--- src/rtl/arc_pkg.sv ---
package arc_pkg;
  typedef enum logic [1:0] {
    K_MISS = 2'd0,
    K_HIT  = 2'd1,
    K_GB1  = 2'd2,
    K_GB2  = 2'd3
  } kind_e;
endpackage

--- src/rtl/arc_res_store.sv ---
module arc_res_store #(
  parameter int C       = 4,
  parameter int TAG_W   = 8,
  parameter int CNT_W   = 3,
  parameter int STAMP_W = 16,
  localparam int IW = $clog2(C),
  localparam int NW = $clog2(C + 1)
) (
  input  logic               clk,
  input  logic               rst,
  input  logic               commit,
  input  logic [TAG_W-1:0]   tag,
  input  logic [STAMP_W-1:0] now,
  input  logic [NW-1:0]      p,
  input  logic               g_b1,
  input  logic               g_b2,
  output logic               hit,
  output logic               evict,
  output logic [TAG_W-1:0]   victim_tag,
  output logic               victim_t2
);
  localparam logic [CNT_W-1:0] CMAX = {CNT_W{1'b1}};

  logic               v_a   [C];
  logic               f_a   [C];   // 1: frequency partition
  logic [TAG_W-1:0]   tag_a [C];
  logic [CNT_W-1:0]   cnt_a [C];
  logic [STAMP_W-1:0] st_a  [C];

  logic [IW-1:0] hidx, fidx, lidx, qidx, vidx, widx;
  logic          free_ok, lru_ok, lfu_ok, from_t1, full;
  logic [NW-1:0] n1, n2;

  always_comb begin
    hit = 1'b0; hidx = '0; fidx = '0; lidx = '0; qidx = '0;
    free_ok = 1'b0; lru_ok = 1'b0; lfu_ok = 1'b0;
    n1 = '0; n2 = '0;
    for (int i = 0; i < C; i++) begin
      if (v_a[i] && tag_a[i] == tag) begin
        hit  = 1'b1;
        hidx = IW'(i);
      end
      if (v_a[i]) begin
        if (f_a[i]) n2 = n2 + NW'(1);
        else        n1 = n1 + NW'(1);
      end
      if (!v_a[i] && !free_ok) begin
        free_ok = 1'b1;
        fidx    = IW'(i);
      end
      if (v_a[i] && !f_a[i] && (!lru_ok || st_a[i] < st_a[lidx])) begin
        lru_ok = 1'b1;
        lidx   = IW'(i);
      end
      if (v_a[i] && f_a[i] && (!lfu_ok || cnt_a[i] < cnt_a[qidx] ||
          (cnt_a[i] == cnt_a[qidx] && st_a[i] < st_a[qidx]))) begin
        lfu_ok = 1'b1;
        qidx   = IW'(i);
      end
    end
    full = !free_ok;
    if (g_b1)      from_t1 = !lfu_ok;
    else if (g_b2) from_t1 = lru_ok;
    else           from_t1 = lru_ok && ((n1 > p) || !lfu_ok);
    vidx       = from_t1 ? lidx : qidx;
    evict      = !hit && full;
    victim_tag = tag_a[vidx];
    victim_t2  = !from_t1;
    widx       = full ? vidx : fidx;
  end

  always_ff @(posedge clk) begin
    if (rst) begin
      for (int i = 0; i < C; i++) v_a[i] <= 1'b0;
    end else if (commit) begin
      if (hit) begin
        f_a[hidx]   <= 1'b1;
        st_a[hidx]  <= now;
        cnt_a[hidx] <= !f_a[hidx] ? CNT_W'(2) :
                       (cnt_a[hidx] == CMAX) ? CMAX : cnt_a[hidx] + CNT_W'(1);
      end else begin
        v_a[widx]   <= 1'b1;
        f_a[widx]   <= g_b1 | g_b2;
        tag_a[widx] <= tag;
        st_a[widx]  <= now;
        cnt_a[widx] <= (g_b1 | g_b2) ? CNT_W'(2) : CNT_W'(1);
      end
    end
  end
endmodule

--- src/rtl/arc_ghost_store.sv ---
module arc_ghost_store #(
  parameter int C       = 4,
  parameter int TAG_W   = 8,
  parameter int STAMP_W = 16,
  localparam int G  = 2 * C,
  localparam int GW = $clog2(G),
  localparam int NW = $clog2(C + 1)
) (
  input  logic               clk,
  input  logic               rst,
  input  logic               commit,
  input  logic [TAG_W-1:0]   tag,
  input  logic [STAMP_W-1:0] now,
  input  logic               ins_en,
  input  logic [TAG_W-1:0]   ins_tag,
  input  logic               ins_b2,
  output logic               hit_b1,
  output logic               hit_b2
);
  logic               v_a   [G];
  logic               l_a   [G];   // 1: frequency history
  logic [TAG_W-1:0]   tag_a [G];
  logic [STAMP_W-1:0] st_a  [G];

  logic [GW-1:0] hidx, fidx, o1, o2, slot;
  logic          free_ok, ok1, ok2, same, lfull;
  logic [NW-1:0] n1, n2, nl;

  always_comb begin
    hit_b1 = 1'b0; hit_b2 = 1'b0; hidx = '0; fidx = '0; o1 = '0; o2 = '0;
    free_ok = 1'b0; ok1 = 1'b0; ok2 = 1'b0; n1 = '0; n2 = '0;
    for (int i = 0; i < G; i++) begin
      if (v_a[i] && tag_a[i] == tag) begin
        if (l_a[i]) hit_b2 = 1'b1;
        else        hit_b1 = 1'b1;
        hidx = GW'(i);
      end
      if (!v_a[i] && !free_ok) begin
        free_ok = 1'b1;
        fidx    = GW'(i);
      end
      if (v_a[i] && !l_a[i]) begin
        n1 = n1 + NW'(1);
        if (!ok1 || st_a[i] < st_a[o1]) begin ok1 = 1'b1; o1 = GW'(i); end
      end
      if (v_a[i] && l_a[i]) begin
        n2 = n2 + NW'(1);
        if (!ok2 || st_a[i] < st_a[o2]) begin ok2 = 1'b1; o2 = GW'(i); end
      end
    end
    same  = ins_b2 ? hit_b2 : hit_b1;
    nl    = (ins_b2 ? n2 : n1) - (same ? NW'(1) : NW'(0));
    lfull = (nl == NW'(C));
    if (lfull)                 slot = ins_b2 ? o2 : o1;
    else if (hit_b1 || hit_b2) slot = hidx;
    else                       slot = fidx;
  end

  always_ff @(posedge clk) begin
    if (rst) begin
      for (int i = 0; i < G; i++) v_a[i] <= 1'b0;
    end else if (commit) begin
      if (hit_b1 || hit_b2) v_a[hidx] <= 1'b0;
      if (ins_en) begin
        v_a[slot]   <= 1'b1;
        l_a[slot]   <= ins_b2;
        tag_a[slot] <= ins_tag;
        st_a[slot]  <= now;
      end
    end
  end
endmodule

--- src/rtl/arc_split.sv ---
module arc_split #(
  parameter int C = 4,
  localparam int NW = $clog2(C + 1)
) (
  input  logic          clk,
  input  logic          rst,
  input  logic          commit,
  input  logic          up,
  input  logic          dn,
  output logic [NW-1:0] p
);
  always_ff @(posedge clk) begin
    if (rst) p <= '0;
    else if (commit && up && p != NW'(C)) p <= p + NW'(1);
    else if (commit && dn && p != '0)     p <= p - NW'(1);
  end
endmodule

--- src/rtl/arc_repl_ctrl.sv ---
module arc_repl_ctrl #(
  parameter int ENTRIES = 4,
  parameter int TAG_W   = 8,
  parameter int CNT_W   = 3,
  parameter int STAMP_W = 16
) (
  input  logic                         clk,
  input  logic                         rst,
  input  logic                         req_valid,
  output logic                         req_ready,
  input  logic [TAG_W-1:0]             req_tag,
  output logic                         rsp_valid,
  output logic [1:0]                   rsp_kind,
  output logic                         rsp_evict,
  output logic [TAG_W-1:0]             rsp_victim,
  output logic [$clog2(ENTRIES+1)-1:0] rsp_target
);
  import arc_pkg::*;
  localparam int NW = $clog2(ENTRIES + 1);

  logic               busy;
  logic [TAG_W-1:0]   tag_q;
  logic [STAMP_W-1:0] stamp;
  logic               r_hit, r_evict, r_vt2, g1_raw, g2_raw, gb1, gb2;
  logic [TAG_W-1:0]   r_vtag;
  logic [NW-1:0]      p;
  kind_e              kind;

  assign req_ready  = !busy;
  assign gb1        = g1_raw && !r_hit;
  assign gb2        = g2_raw && !r_hit;
  assign rsp_target = p;

  always_comb begin
    if (r_hit)    kind = K_HIT;
    else if (gb1) kind = K_GB1;
    else if (gb2) kind = K_GB2;
    else          kind = K_MISS;
  end

  arc_res_store #(.C(ENTRIES), .TAG_W(TAG_W), .CNT_W(CNT_W), .STAMP_W(STAMP_W)) u_res (
    .clk(clk), .rst(rst), .commit(busy), .tag(tag_q), .now(stamp), .p(p),
    .g_b1(gb1), .g_b2(gb2), .hit(r_hit), .evict(r_evict),
    .victim_tag(r_vtag), .victim_t2(r_vt2)
  );

  arc_ghost_store #(.C(ENTRIES), .TAG_W(TAG_W), .STAMP_W(STAMP_W)) u_ghost (
    .clk(clk), .rst(rst), .commit(busy), .tag(tag_q), .now(stamp),
    .ins_en(r_evict), .ins_tag(r_vtag), .ins_b2(r_vt2),
    .hit_b1(g1_raw), .hit_b2(g2_raw)
  );

  arc_split #(.C(ENTRIES)) u_split (
    .clk(clk), .rst(rst), .commit(busy), .up(gb1), .dn(gb2), .p(p)
  );

  always_ff @(posedge clk) begin
    if (rst) begin
      busy       <= 1'b0;
      tag_q      <= '0;
      stamp      <= '0;
      rsp_valid  <= 1'b0;
      rsp_kind   <= 2'd0;
      rsp_evict  <= 1'b0;
      rsp_victim <= '0;
    end else begin
      rsp_valid <= busy;
      if (busy) begin
        busy       <= 1'b0;
        stamp      <= stamp + STAMP_W'(1);
        rsp_kind   <= kind;
        rsp_evict  <= r_evict;
        rsp_victim <= r_evict ? r_vtag : '0;
      end else if (req_valid) begin
        busy  <= 1'b1;
        tag_q <= req_tag;
      end
    end
  end
endmodule

--- config.mk ---
export PLATFORM = sky130hd
export DESIGN_NAME = arc_repl_ctrl
export DESIGN_NICKNAME = d
export VERILOG_FILES = /design/src/rtl/arc_pkg.sv /design/src/rtl/arc_res_store.sv /design/src/rtl/arc_ghost_store.sv /design/src/rtl/arc_split.sv /design/src/rtl/arc_repl_ctrl.sv
export SDC_FILE = /design/constraint.sdc
export NUM_CORES = 1
export LEC_CHECK = 0
export CORE_ASPECT_RATIO = 1.25
export CORE_UTILIZATION = 35
export CTS_CLUSTER_SIZE = 8
export DETAILED_ROUTE_END_ITERATION = 8
export PLACE_DENSITY = 0.59
export SETUP_SLACK_MARGIN = 0.3
export SLEW_MARGIN = 10
export SYNTH_ARGS = -nofsm -noshare
export SYNTH_HDL_FRONTEND = slang
export SYNTH_SLANG_ARGS = --single-unit
--- constraint.sdc ---
create_clock -name clk -period 17.75 [get_ports clk]
set_clock_uncertainty 0.1 [all_clocks]
set_input_delay 2.6625 -clock clk [delete_from_list [all_inputs] [get_ports clk]]
set_output_delay 2.6625 -clock clk [all_outputs]
set_load 0.005 [all_outputs]
Word-level counts from Yosys, hierarchy flattened
Memory sizes are Yosys's and may differ from the RTL's.
Cells that the tools add are included.
{ "classes": {"magnitude_cmp": 22, "n_mux": 215, "n_reduce_logical": 153, "div": 0, "n_bitwise": 2, "add_sub_neg": 22, "shifts": 0, "mul": 0, "eq_ne": 18} }
{ "ops": {"columns": ["op", "n"], "rows": [
  ["$lt A16 B16 Y1", 18],
  ["$mux W3", 65],
  ["$mux W1", 126],
  ["$eq A8 B8 Y1", 12],
  ["$logic_and A1 B1 Y1", 63],
  ["$logic_not A1 Y1", 55],
  ["$add A3 B1 Y3 const B", 17],
  ["$mux W2", 22],
  ["$logic_or A1 B1 Y1", 25],
  ["$add A16 B1 Y16 const B", 1],
  ["$mux W16", 1],
  ["$reduce_or A16 Y1", 1],
  ["$eq A3 B3 Y1", 3],
  ["$lt A3 B3 Y1", 3],
  ["$mux W8", 1],
  ["$eq A3 B3 Y1 const B", 2],
  ["$add A1 B1 Y2 const B", 2],
  ["$reduce_or A1 Y1", 4],
  ["$gt A3 B3 Y1", 1],
  ["$ne A3 B3 Y1 const B", 1],
  ["$reduce_bool A3 Y1", 1],
  ["$reduce_or A3 Y1", 1],
  ["$sub A3 B1 Y3 const B", 1],
  ["$sub A3 B3 Y3", 1],
  ["other kinds (5)", 5]
]} }
{ "totals": {"ram_bits": 324, "inputBits": 11, "latchBits": 0, "ff_bits": 40, "memories": 9, "romBits": 0} }
{ "mem_list": {"columns": ["name", "words", "word_bits", "rd", "rd_ports_with_merged_regs", "write_ports", "line_no", "rtl"], "rows": [
  ["u_ghost.st_a", 8, 16, 20, 0, 1, "arc_ghost_store.sv:23", "logic [STAMP_W-1:0] st_a [G];"],
  ["u_ghost.tag_a", 8, 8, 8, 0, 1, "arc_ghost_store.sv:22", "logic [TAG_W-1:0] tag_a [G];"],
  ["u_res.st_a", 4, 16, 8, 0, 1, "arc_res_store.sv:28", "logic [STAMP_W-1:0] st_a [C];"],
  ["u_res.tag_a", 4, 8, 5, 0, 1, "arc_res_store.sv:26", "logic [TAG_W-1:0] tag_a [C];"],
  ["u_res.cnt_a", 4, 3, 7, 0, 1, "arc_res_store.sv:27", "logic [CNT_W-1:0] cnt_a [C];"],
  ["u_ghost.l_a", 8, 1, 8, 0, 1, "arc_ghost_store.sv:21", "logic l_a [G];"],
  ["+3 memories", null, null, null, null, null, null, null]
]} }

Longest topological paths before layout
An unclocked memory read counts as a cell.
{ "depth": {"ltp_word": 41, "mapped_depth": 90, "mapped_depth_nobuf": 81} }

Modules after synthesis
From an unflattened synthesis, not the netlist that was laid out.
{ "hier_totals": {"hier_cells": 2765, "area_unflattened_um2": 27081.0} }
{ "by_module_without_submodules": {"columns": ["module", "cells_per_inst", "area_each_um2", "n_inst", "seq_area_each_um2"], "rows": [
  ["arc_ghost_store", 1900, 17596.9, 1, 6165.9],
  ["arc_res_store", 677, 7851.3, 1, 3483.3],
  ["arc_repl_ctrl", 166, 1438.9, 1, 740.7],
  ["arc_split", 22, 193.9, 1, 60.1]
]} }

Worst setup path after synthesis
OpenSTA, ideal clock, no wires.
{ "synth_path": {"kind": "register to register", "start": "memory u_ghost.st_a[1][2]", "end": "memory u_ghost.l_a[1] (enable)", "setup_ns": 0.438, "path_stages_with_launch": 85, "arrival_time_ns": 18.285, "setup_slack_ns": -1.073, "period_less_slack_ns": 18.823, "path_buffers": 11, "cell_sequence": "edfxtp_1 -> ha_1 -> a211oi_1 -> o21ai_0 -> a211oi_2 -> o211ai_2 -> a21oi_1 -> buf_2 -> buf_1 -> a21oi_1 -> ha_1 -> a21oi_1 -> o21ai_0 -> o2111ai_1 -> nand2_1 -> o21a_1 -> clkbuf_1 -> clkbuf_1 -> (+49 left out) -> a31o_2 -> o21ai_1 -> a31oi_1 -> o221a_2 -> a221oi_1 -> ha_1 -> a21o_1 -> a21o_1 -> a21oi_1 -> nor2_1 -> nor4bb_1 -> o21ai_0 -> nor2_1 -> nand4_1 -> nand2_1 -> a22oi_1 -> a21o_1 -> nor3_1"} }
{ "synth_lines": {"columns": ["item", "line_no"], "rows": [
  ["start, declared", "arc_ghost_store.sv:23"],
  ["end, declared", "arc_ghost_store.sv:21"]
]} }

==> impl_metrics.tcl <==
set metrics [dict create \
    wl_per_cell_um 24.9 \
    holdPathStages 1 \
    crit_path_max_incr_delay_ns 0.48 \
    multiInputGateArea_um2 17100 \
    grt_max_degree 39 \
    whs_ns 0.361 \
    tightest_slew_ns 1.26 \
    fmax_ghz 0.0590 \
    ys_seq_area_frac 0.378 \
    p_comb_frac 0.055 \
    ys_top_cells_by_area "edfxtp_1 (34%), ha_1 (14%), nand2_1 (4.4%)" \
    setup_viol 0 \
    die_w_um 253 \
    io_pins 27 \
    placementRows 114 \
    cp.required_ns 17.99 \
    antenna_found_initial 3 \
    ys_async_sr_fraction 0 \
    end_kind "register" \
    rsz0062_at_grt "no" \
    drv_cap 0 \
    crit_family "compound AO/OA/AOI/OAI gates" \
    core_area_um2 77700 \
    cts_tree "yes" \
    max-slew-margin-rel 0.156 \
    grt_pass1_wl_um 155000 \
    worst-path-stages 87 \
    crit_buf_inv 22 \
    synth_top_area_frac 0.344 \
    ys.flop_type "edfxtp_1" \
    worstPathMaxFanout 38 \
    criticalPathCategory "reg -> reg" \
    sw_frac_of_total 0.239 \
    root_buffer "clkbuf_16" \
    cts_buffers 53 \
    grt_pass1_vias 24300 \
    drive_gt1_frac 0.206 \
    drc 0 \
    ant_nets 0 \
    fill_cells 7396 \
    drv_slew 0 \
    io_buffers 26 \
    start_util 0.355 \
    final_core_util 0.441 \
    clkSlewWorstSetupHoldPaths_ns 0.06 \
    synth_cell_types 97 \
    post_drt_via_cell_ratio 5.84 \
    clkPwrFrac 0.480 \
    drt_iter0_markers 2226 \
    intPower_mw 1.55 \
    htreeDepth 2 \
    syn_area_per_cell_um2 9.61 \
    cpMaxStageDelayCell "buf_4" \
    gp_congestion 1.02 \
    dp_cells 4163 \
    overflow 0 \
    hold_viol_final 0 \
    ys_top_cells_by_count "nand2_1 (327), edfxtp_1 (316), ha_1 (303)" \
    yosys_register_bits 364 \
    clock_path_buffers 3 \
    grt_use_total 0.262 \
    worstSkewPairLatency_ns 0.65 \
    p_switching_mw 0.486 \
    mappedNetlistArea_um2 27600 \
    area_growth_pct 24.1 \
    p_seq_frac 0.465 \
    outcome "complete, no violations" \
    syn_inst 2874 \
    highest_layer "met4" \
    p_leak_nw 13.6 \
    drt_wl_total_um 107000 \
    vdd_ir_drop_max_mv 0.0679 \
    reg2reg_depth 87 \
    synth_most_common_cell "nand2_1" \
    synth_edf_count 316 \
    stdcell_count 4303 \
    syn_nets 3189 \
    final_nets 3529 \
    detailedPlacementHpwl_um 79700 \
    m1WireLength_um 41900 \
    cellPowerDensity_nw_per_um2 59.4 \
    start_kind "register" \
    min_period_ns 16.94 \
    seq_area_um2 10500 \
    met3_length_um 7470 \
    yosysTopAreaCell "edfxtp_1" \
    yosys_warnings 0 \
    firstDrtPassIters 6 \
    die-area_um2 80000 \
    worst_path_most_repeated_cell "buf_4" \
    die_h_um 316 \
    cts_sinks 364 \
    routed-via-count 25100 \
    hold_path.class "reg -> reg" \
    met2_length_um 49400 \
    finalCritPeriodShare 0.954 \
    critPathArrivalTime_ns 17.18 \
]
## power by group through the flow
stage                     clock network [mW]  logic [mW]  registers (mW)
after floorplan                            0      0.0850           0.954
after CTS                              0.988       0.111           0.947
after global placement                     0       0.109           0.964
after global routing                    1.02       0.122           0.947
after detailed placement                   0       0.109           0.964
final                                  0.977       0.112           0.948
## sequential cells by signal, summed over array words and instances (netlist names), 2 cells and up
register       flops
u_res.f_a          4
tag_q              8
stamp             16
rsp_victim         8
u_split.p          3
u_ghost.l_a        8
u_res.tag_a       32
rsp_kind           2
u_res.v_a          4
u_ghost.st_a     128
u_ghost.tag_a     64
u_res.st_a        64
u_res.cnt_a       12
u_ghost.v_a        8
## layer usage
layer,up-vias,track usage
met2,1098,0.433
li1,11600,-
met5,-,0
met4,0,0.179
met3,353,0.0387
met1,12000,0.317
## final cells by class
class | instances | area share
antenna | 3 | 0.000219
clock buffer | 89 | 0.0426
clock inverter | 8 | 0.00325
inverter | 90 | 0.0100
multi-input combinational | 2295 | 0.500
sequential | 364 | 0.305
tap | 1044 | 0.0381
timing repair buffer | 410 | 0.101
## cells in the final DEF (no fill, tap or decap), drive strengths merged, types with 76 or more instances in the layout
cell type / instances
nand2: 327
a21o: 76
nor2: 204
o21ai: 145
xnor2: 115
clkbuf: 91
inv: 91
edfxtp: 316
mux2i: 103
a21oi: 235
ha: 303
buf: 382
## worst paths after layout
| check | from | to | slack [ns] |
|---|---|---|---|
| hold / removal | rsp_evict | rsp_evict | 0.36 |
| setup / recovery | u_ghost.st_a[0][15] | u_ghost.st_a[4][5] | 0.81 |
| hold reg to reg | rsp_evict | rsp_evict | 0.36 |
| setup reg to reg | u_ghost.st_a[0][15] | u_ghost.st_a[4][5] | 0.81 |
## stage by stage
stage / power (mW) / worst slack, ns / cell area (µm²) / setup TNS, ns
2_1_floorplan: 1.04 / 0.350 / 27700 / 0
3_3_place_gp: 1.07 / -0.287 / 31500 / -46.21
3_5_place_dp: 1.07 / -0.458 / 31500 / -84.13
4_1_cts: 2.05 / 0.314 / 33200 / 0
5_1_grt: 2.09 / 0.0849 / 34300 / 0
6_report: 2.04 / 0.811 / 34300 / 0
## cell families after synthesis
| kind of cell | Yosys count | share of synthesized area |
|---|---|---|
| compound gates | 841 | 0.208 |
| simple gates | 897 | 0.154 |
| fa+ha+maj | 304 | 0.138 |
| mux | 120 | 0.0443 |
| flops | 364 | 0.378 |
| buf+inv | 215 | 0.0359 |
| xor+xnor | 133 | 0.0422 |
## what timing repair did
item | in CTS | in global routing
gates cloned | 0 | 3
setup endpoints to repair | 208 | 208
hold buffers | 0 | 0
resized for setup | 27 | 159
pin swaps | 2 | 53
hold endpoints to repair | 0 | 0
buffers inserted | 5 | 32
Note: power is estimated with default switching activity, not from simulation.
